File: src/rtl/mdrop_rx_pkg.sv
package mdrop_rx_pkg;

   typedef enum logic [1:0] {
      RXM_PLAIN  = 2'd0,
      RXM_MANUAL = 2'd1,
      RXM_AUTO   = 2'd2,
      RXM_SPARE  = 2'd3
   } rx_mode_e;

   // bit 6 .. bit 0
   typedef struct packed {
      logic addr;
      logic idle;
      logic am;
      logic brk;
      logic fr;
      logic pr;
      logic ov;
   } rx_flags_t;

   localparam int unsigned FLAG_W = $bits(rx_flags_t);

endpackage

File: src/rtl/mdrop_rx_filter.sv
module mdrop_rx_filter
   import mdrop_rx_pkg::*;
#(
   parameter int DW        = 8,
   parameter bit MULTIDROP = 1'b1
) (
   input  logic          clk,
   input  logic          rst_n,
   input  logic [1:0]    mode,
   input  logic [DW-1:0] addr_a,
   input  logic [DW-1:0] addr_b,
   input  logic          ch_valid,
   input  logic [DW-1:0] ch_data,
   input  logic          ch_addr,
   input  logic          ch_brk,
   output logic          store,
   output logic          boundary,
   output logic          tag_addr,
   output logic          tag_am
);

   generate
      if (MULTIDROP) begin : g_md
         rx_mode_e md;
         logic     accept_q, pend_q, am_q;
         logic     hit_a, hit_b, chr;

         assign md    = rx_mode_e'(mode);
         assign hit_a = (ch_data == addr_a);
         assign hit_b = (ch_data == addr_b);
         assign chr   = ch_valid && !ch_brk;

         always_comb begin
            store    = 1'b0;
            boundary = 1'b0;
            tag_addr = 1'b0;
            tag_am   = 1'b0;
            if (chr) begin
               case (md)
                  RXM_MANUAL: begin
                     store    = 1'b1;
                     boundary = ch_addr;
                     tag_addr = ch_addr;
                  end
                  RXM_AUTO: begin
                     if (ch_addr) begin
                        boundary = 1'b1;
                     end else if (accept_q) begin
                        store    = 1'b1;
                        tag_addr = pend_q;
                        tag_am   = pend_q && am_q;
                     end
                  end
                  default: store = 1'b1;
               endcase
            end
         end

         always_ff @(posedge clk or negedge rst_n) begin
            if (!rst_n) begin
               accept_q <= 1'b0;
               pend_q   <= 1'b0;
               am_q     <= 1'b0;
            end else if (md != RXM_AUTO) begin
               accept_q <= 1'b0;
               pend_q   <= 1'b0;
            end else if (chr) begin
               if (ch_addr) begin
                  accept_q <= hit_a || hit_b;
                  pend_q   <= hit_a || hit_b;
                  am_q     <= hit_a;
               end else if (accept_q) begin
                  pend_q   <= 1'b0;
               end
            end
         end
      end else begin : g_plain
         logic unused;
         assign unused   = ^{clk, rst_n, mode, addr_a, addr_b, ch_data, ch_addr};
         assign store    = ch_valid && !ch_brk;
         assign boundary = 1'b0;
         assign tag_addr = 1'b0;
         assign tag_am   = 1'b0;
      end
   endgenerate

endmodule

File: src/rtl/mdrop_rx_idle.sv
module mdrop_rx_idle #(
   parameter int CW = 16
) (
   input  logic          clk,
   input  logic          rst_n,
   input  logic [CW-1:0] limit,
   input  logic          tick,
   input  logic          ch_valid,
   input  logic          active,
   output logic          hit
);

   logic [CW-1:0] cnt_q;
   logic [CW:0]   cnt_inc;

   assign cnt_inc = {1'b0, cnt_q} + 1'b1;
   assign hit     = active && tick && !ch_valid && (limit != '0)
                    && (cnt_inc == {1'b0, limit});

   always_ff @(posedge clk or negedge rst_n) begin
      if (!rst_n)                         cnt_q <= '0;
      else if (!active || ch_valid || hit) cnt_q <= '0;
      else if (tick)                       cnt_q <= cnt_inc[CW-1:0];
   end

endmodule

File: src/rtl/mdrop_rx_ring.sv
module mdrop_rx_ring
   import mdrop_rx_pkg::*;
#(
   parameter int NBUF  = 4,
   parameter int DEPTH = 16,
   parameter int DW    = 8
) (
   input  logic                                     clk,
   input  logic                                     rst_n,
   input  logic                                     cont_mode,
   input  logic                                     store,
   input  logic                                     boundary,
   input  logic                                     tag_addr,
   input  logic                                     tag_am,
   input  logic                                     brk_evt,
   input  logic                                     ferr,
   input  logic                                     perr,
   input  logic [DW-1:0]                            data,
   input  logic                                     idle_hit,
   input  logic [NBUF-1:0]                          arm,
   output logic                                     active,
   output logic                                     mem_we,
   output logic [$clog2(NBUF)+$clog2(DEPTH)-1:0]    mem_addr,
   output logic [DW-1:0]                            mem_wdata,
   output logic [NBUF-1:0]                          buf_empty,
   output logic [NBUF*FLAG_W-1:0]                   buf_flags,
   output logic [NBUF*$clog2(DEPTH+1)-1:0]          buf_len,
   output logic [NBUF-1:0]                          buf_close
);

   localparam int BW = $clog2(NBUF);
   localparam int OW = $clog2(DEPTH);
   localparam int LW = $clog2(DEPTH+1);
   localparam logic [OW-1:0] LAST = OW'(DEPTH-1);

   logic [BW-1:0] cur_q, cur_n, nxt, tgt, lastc;
   logic [OW-1:0] cnt_q, cnt_n, tgt_cnt;
   logic          pre_close, wr, wr_close, ovr, err_in, split;

   assign active    = (cnt_q != '0);
   assign nxt       = cur_q + 1'b1;
   assign split     = boundary && active;
   assign pre_close = active && (boundary || brk_evt || idle_hit);
   assign tgt       = split ? nxt : cur_q;
   assign tgt_cnt   = split ? '0  : cnt_q;
   assign lastc     = tgt - 1'b1;
   assign ovr       = store && !buf_empty[tgt];
   assign wr        = store && buf_empty[tgt];
   assign err_in    = ferr || perr;
   assign wr_close  = wr && ((tgt_cnt == LAST) || err_in);

   always_comb begin
      cur_n = cur_q;
      cnt_n = cnt_q;
      if (pre_close) begin
         cur_n = nxt;
         cnt_n = '0;
      end
      if (wr) begin
         if (wr_close) begin
            cur_n = tgt + 1'b1;
            cnt_n = '0;
         end else begin
            cur_n = tgt;
            cnt_n = tgt_cnt + 1'b1;
         end
      end
   end

   always_ff @(posedge clk or negedge rst_n) begin
      if (!rst_n) begin
         cur_q     <= '0;
         cnt_q     <= '0;
         mem_we    <= 1'b0;
         mem_addr  <= '0;
         mem_wdata <= '0;
      end else begin
         cur_q     <= cur_n;
         cnt_q     <= cnt_n;
         mem_we    <= wr;
         mem_addr  <= {tgt, tgt_cnt};
         mem_wdata <= data;
      end
   end

   for (genvar i = 0; i < NBUF; i++) begin : g_buf
      rx_flags_t     flags_q;
      logic [LW-1:0] len_q;
      logic          empty_q, close_q;
      logic          cl_pre, cl_wr, wr_i, ov_i, err_i, keep_i;

      assign cl_pre = pre_close && (cur_q == BW'(i));
      assign cl_wr  = wr_close && (tgt == BW'(i));
      assign wr_i   = wr && (tgt == BW'(i));
      assign ov_i   = ovr && (lastc == BW'(i));
      assign err_i  = (cl_pre && brk_evt) || (cl_wr && err_in);
      assign keep_i = cont_mode && !err_i;

      always_ff @(posedge clk or negedge rst_n) begin
         if (!rst_n) begin
            flags_q <= '0;
            len_q   <= '0;
            empty_q <= 1'b0;
            close_q <= 1'b0;
         end else begin
            close_q <= (cl_pre || cl_wr) && !arm[i];
            if (arm[i]) begin
               flags_q <= '0;
               len_q   <= '0;
               empty_q <= 1'b1;
            end else begin
               if (wr_i) begin
                  if (tgt_cnt == '0) begin
                     flags_q      <= '0;
                     flags_q.addr <= tag_addr;
                     flags_q.am   <= tag_am;
                     len_q        <= LW'(1);
                  end else begin
                     len_q <= len_q + 1'b1;
                  end
                  if (ferr) flags_q.fr <= 1'b1;
                  if (perr) flags_q.pr <= 1'b1;
               end
               if (cl_pre && brk_evt)  flags_q.brk  <= 1'b1;
               if (cl_pre && idle_hit) flags_q.idle <= 1'b1;
               if (ov_i)               flags_q.ov   <= 1'b1;
               if (((cl_pre || cl_wr) && !keep_i) || ov_i) empty_q <= 1'b0;
            end
         end
      end

      assign buf_empty[i]                  = empty_q;
      assign buf_close[i]                  = close_q;
      assign buf_flags[i*FLAG_W +: FLAG_W] = flags_q;
      assign buf_len[i*LW +: LW]           = len_q;
   end

endmodule

File: src/rtl/mdrop_rx_bufctl.sv
module mdrop_rx_bufctl
   import mdrop_rx_pkg::*;
#(
   parameter int NBUF      = 4,
   parameter int DEPTH     = 16,
   parameter int DW        = 8,
   parameter int IDLE_W    = 16,
   parameter bit MULTIDROP = 1'b1
) (
   input  logic                                  clk,
   input  logic                                  rst_n,
   input  logic [1:0]                            mode,
   input  logic                                  cont_mode,
   input  logic [DW-1:0]                         addr_a,
   input  logic [DW-1:0]                         addr_b,
   input  logic [IDLE_W-1:0]                     idle_limit,
   input  logic                                  ch_valid,
   input  logic [DW-1:0]                         ch_data,
   input  logic                                  ch_addr,
   input  logic                                  ch_brk,
   input  logic                                  ch_ferr,
   input  logic                                  ch_perr,
   input  logic                                  idle_tick,
   input  logic [NBUF-1:0]                       buf_arm,
   output logic                                  mem_we,
   output logic [$clog2(NBUF)+$clog2(DEPTH)-1:0] mem_addr,
   output logic [DW-1:0]                         mem_wdata,
   output logic [NBUF-1:0]                       buf_empty,
   output logic [NBUF*FLAG_W-1:0]                buf_flags,
   output logic [NBUF*$clog2(DEPTH+1)-1:0]       buf_len,
   output logic [NBUF-1:0]                       buf_close
);

   if (NBUF < 2 || (NBUF & (NBUF - 1)) != 0) begin : g_chk_nbuf
      $error("NBUF must be a power of two of at least 2");
   end
   if (DEPTH < 2 || (DEPTH & (DEPTH - 1)) != 0) begin : g_chk_depth
      $error("DEPTH must be a power of two of at least 2");
   end
   if (DW < 1 || IDLE_W < 1) begin : g_chk_width
      $error("DW and IDLE_W must be positive");
   end

   logic store, boundary, tag_addr, tag_am, idle_hit, active, brk_evt;

   assign brk_evt = ch_valid && ch_brk;

   mdrop_rx_filter #(.DW(DW), .MULTIDROP(MULTIDROP)) u_filter (
      .clk      (clk),
      .rst_n    (rst_n),
      .mode     (mode),
      .addr_a   (addr_a),
      .addr_b   (addr_b),
      .ch_valid (ch_valid),
      .ch_data  (ch_data),
      .ch_addr  (ch_addr),
      .ch_brk   (ch_brk),
      .store    (store),
      .boundary (boundary),
      .tag_addr (tag_addr),
      .tag_am   (tag_am)
   );

   mdrop_rx_idle #(.CW(IDLE_W)) u_idle (
      .clk      (clk),
      .rst_n    (rst_n),
      .limit    (idle_limit),
      .tick     (idle_tick),
      .ch_valid (ch_valid),
      .active   (active),
      .hit      (idle_hit)
   );

   mdrop_rx_ring #(.NBUF(NBUF), .DEPTH(DEPTH), .DW(DW)) u_ring (
      .clk       (clk),
      .rst_n     (rst_n),
      .cont_mode (cont_mode),
      .store     (store),
      .boundary  (boundary),
      .tag_addr  (tag_addr),
      .tag_am    (tag_am),
      .brk_evt   (brk_evt),
      .ferr      (ch_ferr),
      .perr      (ch_perr),
      .data      (ch_data),
      .idle_hit  (idle_hit),
      .arm       (buf_arm),
      .active    (active),
      .mem_we    (mem_we),
      .mem_addr  (mem_addr),
      .mem_wdata (mem_wdata),
      .buf_empty (buf_empty),
      .buf_flags (buf_flags),
      .buf_len   (buf_len),
      .buf_close (buf_close)
   );

endmodule

File: config.mk
export PLATFORM = sky130hd
export DESIGN_NAME = mdrop_rx_bufctl
export DESIGN_NICKNAME = d
export VERILOG_FILES = /design/src/rtl/mdrop_rx_pkg.sv /design/src/rtl/mdrop_rx_filter.sv /design/src/rtl/mdrop_rx_idle.sv /design/src/rtl/mdrop_rx_ring.sv /design/src/rtl/mdrop_rx_bufctl.sv
export SDC_FILE = /design/constraint.sdc
export NUM_CORES = 1
export LEC_CHECK = 0
export CAP_MARGIN = 10
export CORE_MARGIN = 3
export CORE_UTILIZATION = 45
export DETAILED_ROUTE_END_ITERATION = 10
export PLACE_DENSITY = 0.73
export SYNTH_ARGS = -nofsm -noshare
export SYNTH_HDL_FRONTEND = slang
export SYNTH_SLANG_ARGS = --single-unit
File: constraint.sdc
create_clock -name clk -period 4.1 [get_ports clk]
set_input_delay 0.82 -clock clk [delete_from_list [all_inputs] [get_ports clk]]
set_output_delay 0.82 -clock clk [all_outputs]
set_load 0.01 [all_outputs]
==> impl.org, run 1 <==
** Status
- The run finished with clean final reports.

** STA
- Post-route minimum period :: 3.684 ns
- Worst clock skew :: ~0.0068 ns
- Number of pins with negative max-slew slack in the final report :: 0
- The final critical path takes up approximately 90% of the cycle.
- For the pin with the worst max-slew slack, the measured transition is between 0.9 and 1 ns.
- Setup repair after global routing missed its margin :: false
- After routing, the total negative slack on setup checks comes to 0 ns.
- Maximum operating frequency :: between 0.2 and 0.3 GHz
- Worst hold slack :: between 0.5 and 0.6 ns
- Relative slew margins :: 36.25%
- Setup violations remaining at the end of the flow were counted as 0.
- Fin. Hold Viols :: 0

** Synthesis
- Yosys warning total :: 0
- Average instance area after synthesis :: approximately 9.4 um2
- Combined area of all synthesized cells :: about 5400 um2
- For this run, the leading register cell type out of synthesis is sky130_fd_sc_hd__dfrtp_1.
- Synthesis produced a netlist whose cell count is 579.
- EDFF count, synth :: 0
- Sequential cell area fraction in the yosys report :: 44.27%
- Register bit count reported by yosys :: 96
- The netlist uses 58 different library cells.
- When the netlist entered floorplanning its net count stood at 651.
- Share of synthesized registers carrying an async set or reset :: 100.0%

** Critical path
- Setup slack of the most critical reg-to-reg path :: 0.96 ns
- The worst setup path is launched from an input port.
- Req. time, crit path :: ~4.4 ns
- Worst setup path class :: input port to register
- Endpoint of the worst-slack reg-to-reg timing path :: u_idle.cnt_q[12]
- Cell count of the worst reg-to-reg path :: 8
- In this run the worst path has a maximum fanout of 17.
- STA classifies the critical path endpoint as a register.
- The startpoint identified for the worst register-to-register timing path is u_idle.cnt_q[0].
- At the worst endpoint, the arrival time is between 3 and 4 ns.

** Clock network
- The H-tree was split into 3 levels.
- The later pin in the worst-skew pair is clocked with a latency of 0.35 ns.
- Hold-fix buffers at CTS :: 0
- Clk slew on worst S/H paths :: ~0.060 ns
- TritonCTS clock tree :: yes
- Root buffer selected by CTS :: sky130_fd_sc_hd__clkbuf_16
- Number of gates resized after CTS :: 0
- The number of clock buffers added by TritonCTS is 9.
- TritonCTS Sinks :: 96
- Post-CTS Repair Setup Buffers :: 0
- Longest Clk Path Bufs :: 2

** Route
- Post-route ant nets :: 0
- Routed wire length :: 15010 um
- Average via count per standard cell :: 5.871
- Average detailed-routed wire length per instance :: 17.91 um
- Final routed DRC violation total :: 0
- Violation count after the first detailed-routing iteration :: 373
- The routed layout has about 5000 vias.
- The first detailed-routing pass took 5 iterations.

** Global route
- Maximum number of pins on one net before global-route repair :: 76
- Summed over all layers, the global routing overflow is 0.
- The via count of the first global-routing pass came to 4843.
- All-layer global routing usage :: 23.36%
- The first global-routing pass estimated about 24000 um of wire.
- The initial antenna violation count was 0.

** Min path
- Hold path startpoint :: u_filter.g_md.am_q
- Counting instances, the worst hold path has a depth of 1.
- The path class of the tightest hold or removal check is register to register.
- The path with the worst hold slack has its endpoint at u_filter.g_md.am_q.

** Floorplanning
- Die boundary width :: 115.8 um
- Starting density of the core :: 46.72%
- The die covers 13410 um2.
- Core box area :: 11610 um2
- From bottom edge to top edge, the die measures 115.8 um.
- For this design the top-level I/O count stands at 126.
- Num rows :: 39

** Power
- Peak ir drop on the vdd network :: 163.2 uV
- The analysis attributes to cell leakage a power of between 0.002 and 0.003 uW.
- Total power density per cell area :: about 340 nW/um2

** Flow run
- Max-cap violations in this run came to 0.

** Cells and area
- Layout overhead on the synthesized area :: 29.28%
- The number of antenna diodes in the final layout is 0.
- The post-route netlist has 5.755% of its cells at a drive strength greater than 1.
- Final Net Count :: 764
- After filler insertion, the fill cell instance count of the layout stands at between 900 and 1000.
- Post-layout instance area :: between 7000 and 8000 um2

** Place
- Number of buffers inserted by port buffering :: 125
- Cell Area, Placed :: approximately 6800 um2
- Final weighted congestion in routability-driven placement :: between 0.8 and 0.9
- After legalization and detailed placement, the total HPWL measured 11130 um.
-- stage by stage --
step / worst slack [ns] / utilization [%] / total power [uW] / std cells
2_1_floorplan: 0.9741 / - / 1393 / 579
3_3_place_gp: 0.2206 / 58.21 / 1647 / 824
3_5_place_dp: 0.1152 / 58.21 / 1662 / 824
4_1_cts: 0.4610 / 60.41 / 2428 / 838
5_1_grt: 0.2459 / 60.41 / 2541 / 838
6_report: 0.4164 / 60.41 / 2411 / 838
-- worst max path at each step --
| stage | slack [ns] | endpoint | start |
|---|---|---|---|
| after floorplan | 0.97 | u_ring.buf_flags[22] | mode[0] |
| final | 0.42 | u_ring.g_buf[3].len_q[4] | mode[0] |
| after global placement | 0.22 | u_ring.g_buf[3].len_q[3] | mode[0] |
| after CTS | 0.46 | u_ring.g_buf[3].len_q[4] | mode[0] |
| after global routing | 0.25 | u_ring.g_buf[1].len_q[3] | mode[0] |
| after detailed placement | 0.12 | u_ring.g_buf[3].len_q[4] | mode[0] |
-- registers in the layout (all words and copies together) (netlist names), 2 cells and up --
register              flops
u_idle.cnt_q             16
u_ring.buf_flags         28
u_ring.cnt_q              4
u_ring.cur_q              2
u_ring.g_buf.close_q      4
u_ring.g_buf.empty_q      4
u_ring.g_buf.len_q       20
u_ring.mem_addr           6
u_ring.mem_wdata          8
-- final cells by class --
type                       count  area [um2]  share of cell area, %
multi-input combinational    432        2784                  39.68
sequential                    96        2402                  34.24
timing repair buffer         136        1331                  18.98
clock buffer                  13       250.2                  3.567
tap                          143       178.9                  2.550
inverter                      17       63.81                 0.9096
clock inverter                 1       5.005                0.07134
-- layout by cell type, fill, tap and decap left out, types with 12 or more instances in the layout --
cell type | synthesis | final
sky130_fd_sc_hd__dfrtp_1 | 96 | 96
sky130_fd_sc_hd__and2_1 | 14 | 14
sky130_fd_sc_hd__a22oi_1 | 16 | 16
sky130_fd_sc_hd__a21oi_1 | 35 | 35
sky130_fd_sc_hd__buf_4 | 9 | 12
sky130_fd_sc_hd__inv_1 | 16 | 16
sky130_fd_sc_hd__nand4_1 | 14 | 14
sky130_fd_sc_hd__xnor2_1 | 35 | 35
sky130_fd_sc_hd__nand2_1 | 48 | 48
sky130_fd_sc_hd__nand3_1 | 32 | 32
sky130_fd_sc_hd__xor2_1 | 16 | 16
sky130_fd_sc_hd__o21ai_0 | 24 | 24
sky130_fd_sc_hd__and3_1 | 15 | 15
sky130_fd_sc_hd__ha_1 | 17 | 17
sky130_fd_sc_hd__nor2_1 | 57 | 57
sky130_fd_sc_hd__clkdlybuf4s50_1 | 0 | 124
-- Yosys cell counts (11+ instances only) --
master | number | area share, %
sky130_fd_sc_hd__and3_1 | 15 | 1.7
sky130_fd_sc_hd__xor2_1 | 16 | 2.6
sky130_fd_sc_hd__nand2_1 | 48 | 3.3
sky130_fd_sc_hd__buf_2 | 11 | 1.0
sky130_fd_sc_hd__xnor2_1 | 35 | 5.6
sky130_fd_sc_hd__a22oi_1 | 16 | 2.2
sky130_fd_sc_hd__ha_1 | 17 | 3.9
sky130_fd_sc_hd__and2_1 | 14 | 1.6
sky130_fd_sc_hd__clkbuf_1 | 12 | 0.83
sky130_fd_sc_hd__a21oi_1 | 35 | 3.2
sky130_fd_sc_hd__dfrtp_1 | 96 | 44
sky130_fd_sc_hd__inv_1 | 16 | 1.1
sky130_fd_sc_hd__nand4_1 | 14 | 1.6
sky130_fd_sc_hd__nand3_1 | 32 | 3.0
sky130_fd_sc_hd__nor2_1 | 57 | 3.9
sky130_fd_sc_hd__o21ai_0 | 24 | 2.2
-- logic make-up after synthesis --
group	Yosys count	share of synthesized area, %
simple gates	237	22.90
buf+inv	51	4.542
flops	96	44.27
mux	11	2.075
xor+xnor	51	8.231
fa+ha+maj	17	3.920
compound gates	116	14.06
-- power breakdown --
part,internal (uW),switching (uW),leakage (uW)
Clock,421,342,0.000126
Sequential,992,47.3,0.00129
Combinational,262,347,0.00152
Total,1670,737,0.00294
-- layer usage --
metal | vias up | routed length [um] | track usage (%)
li1 | 2296 | - | -
met1 | 2387 | 6510 | 31.79
met2 | 212 | 7028 | 36.71
met3 | 25 | 1130 | 4.439
met4 | 0 | 337 | 9.822
met5 | - | 0 | 0
-- critical path, cell delays in order --
cell,delay [ns]
sky130_fd_sc_hd__clkdlybuf4s50_1,0.49
sky130_fd_sc_hd__inv_1,0.05
sky130_fd_sc_hd__ha_1,0.33
sky130_fd_sc_hd__nand4bb_1,0.41
sky130_fd_sc_hd__o21ai_0,0.35
sky130_fd_sc_hd__and3_1,0.24
sky130_fd_sc_hd__o31ai_2,0.09
sky130_fd_sc_hd__inv_2,0.27
sky130_fd_sc_hd__nand2_1,0.20
sky130_fd_sc_hd__or4_1,0.51
sky130_fd_sc_hd__a21oi_1,0.19
No activity file was read; power rests on OpenSTA's default activity.
==> inputs of run 2 (changes only) <==
CORE_UTILIZATION = 40   (was 45)
CTS_CLUSTER_DIAMETER = 120   (was unset)
PLACE_DENSITY = 0.66   (was 0.73)
==> run 2 against run 1 <==
  * Via count is 0.71% lower
  * Critical path type unchanged
  * Register-to-register slack better by 0.09 ns
  * Largest cell class unchanged
  * Total power is 0.64% higher
  * Die area is 12% higher
  * Sequential power hardly changed
  * Final cell count is 3.7% higher
  * Routed wire length is 1.4% lower
==> impl.org, run 2 (same netlist as run 1, synthesis figures left out) <==
** Status
- Result of the run :: finished clean

** Critical path
- Following the worst setup path forward leads to its endpoint at u_ring.g_buf[3].len_q[4].
- Arrival @ worst endpoint :: 3.83 ns (-0.11 ns)
- Worst-path maximum fanout :: 17 (unchanged)
- Worst setup path class :: input port to register
- The endpoint identified for the worst register-to-register timing path is u_ring.cnt_q[3].
- The worst register-to-register path begins at u_idle.cnt_q[0].
- Cell count of the worst reg-to-reg path :: 9 (+1)
- Setup slack of the most critical reg-to-reg path :: 1.05 ns (+0.09 ns)
- Req. time, crit path :: 4.37 ns (about the same)
- The worst setup path is launched from an input port.
- Worst Setup End Kind :: register
- Tracing the worst setup path back leads to its startpoint at mode[0].

** Cells and area
- Layout overhead on the synthesized area :: 30.30%
- Highest-count cells in the layout ignoring fill and taps :: sky130_fd_sc_hd__clkdlybuf4s50_1, sky130_fd_sc_hd__dfrtp_1, sky130_fd_sc_hd__nor2_1
- Ratio of cells with drive above 1 in the final layout :: 6.313% (+0.56 points)
- Number of flip-flops under the largest register name :: 28 (unchanged)
- Final non-filler cell total :: 869 (+3.7%)
- Number of inserted filler cells in the final layout :: 1174 (+18%)
- Number of antenna diodes :: 0 (unchanged)
- Final Net Count :: 764 (unchanged)
- The library cell used most frequently in the layout, excluding fill and tap cells, is sky130_fd_sc_hd__clkdlybuf4s50_1.

** Clock network
- Clock latency on the worst-skew pair :: 0.35 ns (about the same)
- Inserted Clock Buffers :: 9 (unchanged)
- Longest Clk Path Bufs :: 2 (unchanged)
- Post-CTS Repair Setup Buffers :: 0 (unchanged)
- TritonCTS Sinks :: 96 (unchanged)
- Hold-fix buffers at CTS :: 0 (unchanged)
- The deepest level of the CTS H-tree was 3 (unchanged).
- TritonCTS built the clock tree.
- The clock slew at the register clock pins of the worst setup and hold paths was 0.06 ns (about the same).
- The number of resized instances in the post-cts repair step is 0 (unchanged).
- Root buffer selected by CTS :: sky130_fd_sc_hd__clkbuf_16

** Route
- Met2 wire length :: 6704 um (-4.6%)
- Pre-Repair DR Iteration Count :: 5 (unchanged)
- Average detailed-routed wire length per instance :: 17.03 um (-4.9%)
- Average via count per standard cell :: 5.621 (-4.3%)
- Routed via count :: 4885 (-0.71%)
- Wire length on met3 :: 1305 um (+15%)
- The met1 routed wirelength after detailed routing was 6577 um (+1.0%).
- Post-route ant nets :: 0 (unchanged)
- Routed wire length :: 14800 um (-1.4%)
- Signal routing reaches up to met4.
- The post-route DRC violation count came to 0 (unchanged).
- The number of DRC violations after detailed-routing iteration 0 is 419 (+12%).

** STA
- Worst hold slack :: 0.3994 ns (-0.1162 ns)
- Number of pins with negative max-slew slack in the final report :: 0 (unchanged)
- The final sum of negative setup slack was 0 ns (unchanged).
- Worst clock skew :: 0.009157 ns (+0.002363 ns)
- The maximum operating frequency was 0.2802 GHz (+3.2%).
- Setup violations, final :: 0 (unchanged)
- Fin. Hold Viols :: 0 (unchanged)
- Final clock period utilization by the worst path :: 87.03% (-2.8 points)
- Setup repair after global routing left no endpoint under its margin.
- The post-layout minimum cycle time is 3.568 ns (-0.1153 ns).
- Relative slew margins :: 41.22% (+5.0 points)
- Worst slew pin tran :: 0.8798 ns (-0.07644 ns)

** Place
- The post-detailed-placement half-perimeter wirelength is 11200 um (+0.65%).
- The count of input and output buffers came to 125 (unchanged).
- Final weighted congestion in routability-driven placement :: 0.8744 (-2.1%)
- The count of placed standard cells including taps is 853 (+3.5%).

** Power
- The total power came to 2426 uW (+0.64%).
- Peak ir drop on the vdd network :: 183.8 uV (+13%)
- Leakage :: 0.002938 uW (about the same)
- The total power per unit cell area came to 343.2 nW/um2 (-0.15%).

** Floorplanning
- The area of the core is 12930 um2 (+11%).
- The initial core utilization came to 41.98% (-4.7 points).
- Die height :: 122.5 um (+5.8%)
- Die boundary width :: 122.5 um (+5.8%)
- Num rows :: 41 (+5.1%)
- The area of the die is 15000 um2 (+12%).
- The top-level I/O count came to 126 (unchanged).

** Min path
- Type of the tightest min-delay check :: input port to asynchronous set/reset pin

** Global route
- Global-route wire length before repair :: 24060 um (-1.7%)
- Antenna violations before repair :: 0 (unchanged)
- The via count of the first global-routing pass is 4706 (-2.8%).
- The maximum number of pins on one net before global-route repair came to 35 (-54%).
- All-layer global routing usage :: 20.36% (-3.0 points)
- Final global-route overflow total :: 0 (unchanged)

** Flow run
- The number of max-cap violations was 0 (unchanged).
[run 2: changes by cell type in the layout (fill, tap and decap cells not counted)]
cell and change:
sky130_fd_sc_hd__clkinvlp_4 +3, sky130_fd_sc_hd__clkbuf_1 -2, sky130_fd_sc_hd__clkbuf_8 -1, sky130_fd_sc_hd__clkinv_4 +1, sky130_fd_sc_hd__inv_6 +1
[run 2: final cells by class]
type	instances	area [um2]	area share, %
multi-input cells	432	2784	39.37
clock inverters	6	45.04	0.6371
clock buffers	10	229.0	3.238
well taps	172	215.2	3.044
flip-flops and latches	96	2402	33.98
inverters	17	63.81	0.9025
repair buffers	136	1331	18.83
[run 2: metal layers]
| metal | global-route usage (%) | vias up |
|---|---|---|
| met2 | 32.15 | 231 |
| met3 | 5.991 | 19 |
| met1 | 26.80 | 2341 |
| met4 | 6.928 | 0 |
| met5 | 0 | - |
| li1 | - | 2294 |
[run 2: power by group]
part / leakage (uW) / switching (uW) / total [uW] / internal, uW
combinational: 0.00152 / 343 / 604 / 260
clock: 0.000125 / 368 / 782 / 413
sequential: 0.00129 / 49.7 / 1040 / 991
total: 0.00294 / 761 / 2430 / 1670
[run 2: worst min-delay path by stage]
stage,startpoint,to,cells past startpoint
3_3_place_gp,u_filter.g_md.pend_q,u_filter.g_md.pend_q,2
6_report,rst_n,u_ring.g_buf[3].len_q[4],1
2_1_floorplan,u_filter.g_md.pend_q,u_filter.g_md.pend_q,2
5_1_grt,rst_n,u_ring.g_buf[3].len_q[4],1
3_5_place_dp,u_filter.g_md.accept_q,u_filter.g_md.accept_q,2
4_1_cts,rst_n,u_ring.buf_flags[22],1
[run 2: worst max-delay path: stages]
cell	delay [ns]
sky130_fd_sc_hd__clkdlybuf4s50_1	0.49
sky130_fd_sc_hd__inv_1	0.05
sky130_fd_sc_hd__ha_1	0.32
sky130_fd_sc_hd__and4bb_2	0.38
sky130_fd_sc_hd__nand2_4	0.08
sky130_fd_sc_hd__mux2i_1	0.40
sky130_fd_sc_hd__o31ai_2	0.16
sky130_fd_sc_hd__inv_2	0.27
sky130_fd_sc_hd__nand2_1	0.19
sky130_fd_sc_hd__or4_1	0.50
sky130_fd_sc_hd__a21oi_1	0.15
[run 2: metrics by stage]
stage | util (%) | setup slack, ns | area [um2]
5_1_grt | 54.69 | 0.2299 | 7071
2_1_floorplan | - | 0.9741 | 5426
3_5_place_dp | 52.57 | 0.1878 | 6797
4_1_cts | 54.69 | 0.5466 | 7071
3_3_place_gp | 52.57 | 0.2900 | 6797
6_report | 54.69 | 0.5317 | 7071
